--- config.mk ---
export PLATFORM = sky130hd
export DESIGN_NAME = lampnum_display
export DESIGN_NICKNAME = d
export VERILOG_FILES = /design/src/rtl/lampnum_pkg.sv /design/src/rtl/lampnum_edge.sv /design/src/rtl/lampnum_decade.sv /design/src/rtl/lampnum_segdec.sv /design/src/rtl/lampnum_display.sv
export SDC_FILE = /design/constraint.sdc
export NUM_CORES = 1
export LEC_CHECK = 0
export BUFFER_PORTS_ARGS = -buffer_cell sky130_fd_sc_hd__clkbuf_2
export CELL_PAD_IN_SITES_DETAIL_PLACEMENT = 1
export CELL_PAD_IN_SITES_GLOBAL_PLACEMENT = 1
export CORE_UTILIZATION = 44
export CTS_BUF_LIST = sky130_fd_sc_hd__clkbuf_8
export CTS_CLUSTER_DIAMETER = 60
export DETAILED_ROUTE_END_ITERATION = 10
export PLACE_DENSITY = 0.83
export SETUP_SLACK_MARGIN = 0.2
export SYNTH_ARGS = -nofsm -noshare
export SYNTH_HDL_FRONTEND = slang
export SYNTH_SLANG_ARGS = --single-unit
--- constraint.sdc ---
create_clock -name clk -period 3.4 [get_ports clk]
set_clock_uncertainty 0.05 [all_clocks]
set_input_delay 0.17 -clock clk [delete_from_list [all_inputs] [get_ports clk]]
set_output_delay 0.17 -clock clk [all_outputs]
set_load 0.01 [all_outputs]
--- src/rtl/lampnum_pkg.sv ---
package lampnum_pkg;
  localparam int DIG_W = 4;
  localparam int SEG_W = 7;

  // active-high gfedcba pattern of a decimal digit; codes above 9 give dark
  function automatic logic [SEG_W-1:0] seg_pattern(input logic [DIG_W-1:0] d);
    logic [SEG_W-1:0] p;
    case (d)
      4'd0: p = 7'h3F;
      4'd1: p = 7'h06;
      4'd2: p = 7'h5B;
      4'd3: p = 7'h4F;
      4'd4: p = 7'h66;
      4'd5: p = 7'h6D;
      4'd6: p = 7'h7D;
      4'd7: p = 7'h07;
      4'd8: p = 7'h7F;
      4'd9: p = 7'h6F;
      default: p = '0;
    endcase
    return p;
  endfunction
endpackage

--- src/rtl/lampnum_edge.sv ---
module lampnum_edge (
  input  logic clk,
  input  logic rst,
  input  logic level_i,
  output logic pulse_o
);
  logic level_q;

  always_ff @(posedge clk) begin
    if (rst) level_q <= 1'b0;
    else     level_q <= level_i;
  end

  assign pulse_o = level_i & ~level_q;

  // a held wrap level must not produce a second clear
  AST_SYNC_SINGLE: assert property (@(posedge clk) disable iff (rst)
    pulse_o |=> !pulse_o);
endmodule

--- src/rtl/lampnum_decade.sv ---
module lampnum_decade #(
  parameter int W    = 4,
  parameter int LAST = 9
) (
  input  logic         clk,
  input  logic         rst,
  input  logic         clr,
  input  logic         en,
  input  logic         roll,
  output logic [W-1:0] q,
  output logic         at_last
);
  localparam logic [W-1:0] LAST_V = W'(LAST);

  assign at_last = (q == LAST_V);

  always_ff @(posedge clk) begin
    if (rst || clr)          q <= '0;
    else if (en) begin
      if (roll || at_last)   q <= '0;
      else                   q <= q + W'(1);
    end
  end

  AST_DIGIT_RANGE: assert property (@(posedge clk) disable iff (rst)
    q <= LAST_V);
endmodule

--- src/rtl/lampnum_segdec.sv ---
module lampnum_segdec
  import lampnum_pkg::*;
#(
  parameter bit BLANK_ZERO = 1'b0
) (
  input  logic             clk,
  input  logic             rst,
  input  logic [DIG_W-1:0] digit,
  input  logic             lamp_test,
  output logic [SEG_W-1:0] seg_n
);
  localparam logic [SEG_W-1:0] DARK_N  = '1;
  localparam logic [SEG_W-1:0] RESET_N = BLANK_ZERO ? DARK_N : ~seg_pattern('0);

  logic             blank;
  logic [SEG_W-1:0] seg_next;

  generate
    if (BLANK_ZERO) begin : g_blank
      assign blank = (digit == '0);
    end else begin : g_noblank
      assign blank = 1'b0;
    end
  endgenerate

  always_comb begin
    if (lamp_test)  seg_next = '0;
    else if (blank) seg_next = DARK_N;
    else            seg_next = ~seg_pattern(digit);
  end

  always_ff @(posedge clk) begin
    if (rst) seg_n <= RESET_N;
    else     seg_n <= seg_next;
  end

  AST_LAMP_TEST_ON: assert property (@(posedge clk) disable iff (rst)
    lamp_test |=> (seg_n == '0));

  generate
    if (BLANK_ZERO) begin : g_blank_chk
      AST_LEADING_DARK: assert property (@(posedge clk) disable iff (rst)
        (!lamp_test && digit == '0) |=> (seg_n == DARK_N));
    end
  endgenerate
endmodule

--- src/rtl/lampnum_display.sv ---
module lampnum_display
  import lampnum_pkg::*;
#(
  parameter int TOP_COUNT = 63,
  parameter int RADIX     = 10
) (
  input  logic             clk,
  input  logic             rst,
  input  logic             run,
  input  logic             tick,
  input  logic             wrap_in,
  input  logic             lamp_test,
  output logic [DIG_W-1:0] units_o,
  output logic [DIG_W-1:0] tens_o,
  output logic [SEG_W-1:0] seg_units_n,
  output logic [SEG_W-1:0] seg_tens_n
);
  localparam int TENS_MAX = TOP_COUNT / RADIX;
  localparam int UNIT_TOP = TOP_COUNT % RADIX;
  localparam logic [DIG_W-1:0] TENS_TOP_V = DIG_W'(TENS_MAX);
  localparam logic [DIG_W-1:0] UNIT_TOP_V = DIG_W'(UNIT_TOP);

  logic sync, step, top_hit, units_last, tens_last;

  lampnum_edge u_edge (
    .clk(clk), .rst(rst), .level_i(wrap_in), .pulse_o(sync)
  );

  assign step    = run & tick;
  assign top_hit = (tens_o == TENS_TOP_V) && (units_o == UNIT_TOP_V);

  lampnum_decade #(.W(DIG_W), .LAST(RADIX-1)) u_units (
    .clk(clk), .rst(rst), .clr(sync), .en(step), .roll(top_hit),
    .q(units_o), .at_last(units_last)
  );

  lampnum_decade #(.W(DIG_W), .LAST(TENS_MAX)) u_tens (
    .clk(clk), .rst(rst), .clr(sync), .en(step & (units_last | top_hit)),
    .roll(top_hit), .q(tens_o), .at_last(tens_last)
  );

  lampnum_segdec #(.BLANK_ZERO(1'b0)) u_seg_units (
    .clk(clk), .rst(rst), .digit(units_o), .lamp_test(lamp_test), .seg_n(seg_units_n)
  );

  lampnum_segdec #(.BLANK_ZERO(1'b1)) u_seg_tens (
    .clk(clk), .rst(rst), .digit(tens_o), .lamp_test(lamp_test), .seg_n(seg_tens_n)
  );

  AST_SYNC_CLEARS: assert property (@(posedge clk) disable iff (rst)
    sync |=> (units_o == '0 && tens_o == '0));

  AST_IDLE_HOLDS: assert property (@(posedge clk) disable iff (rst)
    (!sync && !(run && tick)) |=> ($stable(units_o) && $stable(tens_o)));

  AST_TOP_WRAPS: assert property (@(posedge clk) disable iff (rst)
    (!sync && step && tens_last && units_o == UNIT_TOP_V) |=>
      (units_o == '0 && tens_o == '0));
endmodule

# Yosys cells after proc, flatten, opt, wreduce, memory -nomap -nowiden
# Memory sizes are Yosys's and may differ from the RTL's. A register that Yosys moved wholly into a read port is not among the register bits.
# Index checks and enable logic that the tools add are counted.
op_classes:
  addsub: 2
  eq_ne: 3
  mux: 12
  bitwise_logic: 7
  n_reduce_logical: 6
ops:
  columns: ["cell", "count"]
  rows:
  - ["7-bit 2-to-1 mux", 6]
  - ["4-bit 2-to-1 mux", 6]
  - ["7-bit NOT", 2]
  - ["4-bit by 1-bit adder with 4-bit output (second input constant)", 2]
  - ["4-bit by 2-bit equality test with 1-bit output (second input constant)", 1]
  - ["4-bit by 3-bit equality test with 1-bit output (second input constant)", 1]
  - ["4-bit equality test (second input constant)", 1]
  - ["4-bit logical NOT", 1]
  - ["1-bit AND", 3]
  - ["1-bit logical OR", 3]
  - ["2-bit OR reduction", 1]
  - ["1-bit logical AND", 1]
  - ["1-bit NOT", 1]
  - ["1-bit bitwise OR", 1]
totals:
  regBits: 23
  rom_bits: 224
  output_inout_bits: 22
  mem_count: 2
mem_list:
  columns: ["name", "depth", "word_bits", "rd", "rd_clocked_by_memory_dff", "wr", "line", "text"]
  rows:
  - ["(no name shown)", 16, 7, 1, 1, 0, "lampnum_pkg.sv:8", "case (d)"]
  - ["(no name shown)", 16, 7, 1, 1, 0, "lampnum_pkg.sv:8", null]

# Logic depth before layout (Yosys ltp)
logic_depth:
  word_depth: 6
  ltp_mapped: 13
  depth_no_buf: 13

# Modules after synthesis
# From an unflattened synthesis, not the netlist that was laid out.
unflattened:
  hier_cells: 143
  hier_area_um2: 1310.0
by_module_without_submodules:
  columns: ["module", "n_inst", "cells_per_inst", "area_per_inst_um2", "seq_area_each_um2"]
  rows:
  - ["lampnum_segdec at u_seg_tens", 1, 43, 384.1, 140.1]
  - ["lampnum_segdec at u_seg_units", 1, 40, 377.9, 140.1]
  - ["lampnum_decade at u_tens", 1, 28, 230.2, 80.1]
  - ["lampnum_decade at u_units", 1, 24, 229.0, 80.1]
  - ["lampnum_edge", 1, 3, 47.5, 20.0]
  - ["lampnum_display", 1, 5, 41.3, 0.0]

# Least setup slack after synthesis
# OpenSTA, ideal clock, no wires.
synth_timing:
  path_kind: "register to register"
  startpoint: "register u_units.q[1]"
  endpoint: "register (tool-made name)"
  setup_time_ns: 0.122
  t_arrival_ns: 2.384
  path_slack_ns: 0.844
  path_stages_with_launch: 12
  path_buffers: 1
  period_less_slack_ns: 2.556
  path_cell_list: "dfxtp_1 > inv_1 > ha_1 > and3b_2 > nand2_1 > nand3_1 > clkbuf_1 > nor2_1 > inv_1 > ha_1 > mux2_2 > a221o_1"
synth_lines:
  columns: ["item", "line", "text"]
  rows:
  - ["start: declaration", "lampnum_decade.sv:10", "output logic [W-1:0] q,"]
  - ["start signal: assignment", "lampnum_decade.sv:21", "else q <= q + W'(1);"]

==> results.py <==
metrics = {
    "detailed_routing": {
        "drc": 0,
        "wl_per_cell_um": 16.1,
        "first_pass_iters": 4,
        "via_per_inst": 5.35,
        "postRouteAntennaNets": 0,
        "wl_met1_mm": 1.98,
        "wl_met3_um": 161,
        "num_vias": 1445,
        "top_layer_used": "met4",
        "first_iter_violations": 53,
        "finalWirelength_mm": 4.35,
        "dr_wl_met2_mm": 2.14,
    },
    "placed_design": {
        "numPlacedInstances": 262,
        "portBuffers": 27,
        "gp_congestion": 0.921,
        "hpwl_mm": 3.19,
        "dpl_cell_area_um2": 1960,
    },
    "sta": {
        "maxSlewHeadroom_pct": 47.5,
        "hold_ws_ps": 56.3,
        "worst_pin_slew_ps": 786,
        "max_freq_mhz": 335,
        "setup_tns_ps": 0,
        "hold_viol": 0,
        "finalSetupViolations": 0,
        "post-route-period-util_pct": 87.7,
        "slew_violations": 0,
        "grt_setup_unrepaired": "false",
        "final.min_clock_period_ps": 2980,
    },
    "pwr": {
        "p_per_area_nw_per_um2": 463,
        "p_leak_nw": 0.943,
        "ir_drop_uv": 191,
        "total_power_mw": 0.973,
    },
    "clock_network": {
        "post_cts_buffers": 0,
        "cts_buffers": 5,
        "clkLatencyLatePin_ps": 290,
        "clk_pin_slew_ps": 80,
        "htreeDepth": 2,
        "cts.sinks": 37,
        "cts_buffer_depth": 2,
        "tritoncts": "built",
        "cts_root_buffer": "clkbuf_8",
    },
    "floorplanning": {
        "dieArea_um2": 4350,
        "die_h_um": 65.9,
        "die_x_um": 65.9,
        "core_um2": 3800,
        "ioPinCount": 28,
        "start_util_pct": 47.4,
        "rows": 22,
    },
    "grt": {
        "grt_pass1_vias": 1522,
        "antenna_found_initial": 0,
        "grtUsageTotal_pct": 22.9,
        "grt-ovfl-total": 0,
        "grt_pass1_wl_mm": 7.42,
        "grt_start_max_net_pins": 14,
    },
    "synthesis": {
        "async_reset_ff_share_pct": 0,
        "synth_cell_types": 47,
        "syn_avg_cell_area_um2": 9.32,
        "yosys_warnings": 0,
        "yosysSeqAreaShare_pct": 41.2,
        "syn-num-nets": 216,
        "syn_inst": 193,
        "synth_area_um2": 1800,
        "ys_ff_latch": 37,
        "synth_edf_count": 0,
        "synthFlopType": "dfxtp_1",
    },
    "critical_path": {
        "setup.worst_path.class": "reg2reg",
        "critPathMaxFanout": 13,
        "crit_required_ps": 3530,
        "reg2reg_slack_ps": 420,
        "crit_arrival_ps": 3110,
        "end_kind": "register",
        "startpoint_type": "register",
    },
    "cells_and_area": {
        "final_layout_size_suffix_gt1_share_pct": 24.3,
        "finalNonFillerCells": 270,
        "antenna_cells": 0,
        "n_fill_cell": 438,
        "mostFrequentLayoutCell": "dfxtp_1",
        "final_area_um2": 2100,
        "final_nets": 244,
        "area_growth_pct": 16.8,
        "most-common-layout-cells": "dfxtp_1, clkbuf_2, nor2_1",
    },
    "min_path": {
        "hp-class": "in2reg",
    },
    "job": {
        "maxCapViolCount": 0,
    },
    "status": {
        "status": "completed",
    },
}
## worst max-delay path, stage by stage (launching register included)
cell	delay, ps
dfxtp_1	400
inv_1	100
ha_1	240
and4b_1	220
nand3_1	110
nand3_1	410
nor2_1	360
inv_1	150
ha_1	240
mux2_2	270
a221o_1	310
## worst paths after layout
kind	startpoint	end	cells past startpoint
worst max-delay path	u_tens.q[0]	register	10
worst min-delay path	rst	u_edge.level_q	2
worst max register to register	u_tens.q[0]	register	10
worst min register to register	register	u_seg_units.seg_n[1]	1
## per-stage QoR
step / worst slack [ps] / utilization (%)
6_report: 418 / 55.3
3_3_place_gp: 628 / 51.6
5_1_grt: 200 / 55.3
2_1_floorplan: 844 / -
3_5_place_dp: 443 / 51.6
4_1_cts: 396 / 55.2
## repair_timing
action                                  CTS  global route
gates resized for setup                   0             1
hold buffers                              0             0
endpoints found under the setup margin    0             1
endpoints found under the hold margin     0             0
## final cells by class
type	instances	area [um2]	area share, %
clock buffers	5	68.8	3.28
clock inverters	3	68.8	3.28
inverters	12	45.0	2.14
multi-input cells	137	975	46.4
flip-flops and latches	37	741	35.3
well taps	48	60.1	2.86
repair buffers	28	143	6.79
## where the power goes
part / total [mW] / internal [mW] / switching (mW)
Sequential: 0.450 / 0.445 / 0.00486
Clock: 0.462 / 0.295 / 0.167
Combinational: 0.0607 / 0.0224 / 0.0383
Total: 0.973 / 0.763 / 0.210
## layer usage
layer | up-vias | track usage [%]
met5 | - | 0
met4 | 0 | 9.31
met3 | 6 | 4.31
met2 | 40 | 39.7
met1 | 680 | 27.5
li1 | 719 | -
## cell usage after synthesis (4+ instances only)
master / n / area share [%]
nor2_1: 26 / 5.4
o21ai_0: 8 / 2.2
clkbuf_1: 4 / 0.83
nand3_1: 5 / 1.4
mux2i_1: 4 / 2.2
a21o_1: 8 / 3.3
dfxtp_1: 37 / 41
a21oi_1: 7 / 1.9
nand2_1: 11 / 2.3
or2_2: 4 / 1.4
ha_1: 17 / 12
nor3_1: 5 / 1.4
inv_1: 10 / 2.1
## cells by family after synthesis
kind of cell,Yosys count,share of synthesized area (%)
AOI/OAI and AO/OA,38,14.7
xor gates and xnor gates,4,1.95
adders and majority gates,17,11.8
buffers and inverters,19,4.80
DFF,37,41.2
muxes,6,4.10
and+or+nand+nor,72,21.5
Note: power is estimated with default switching activity, not from simulation.
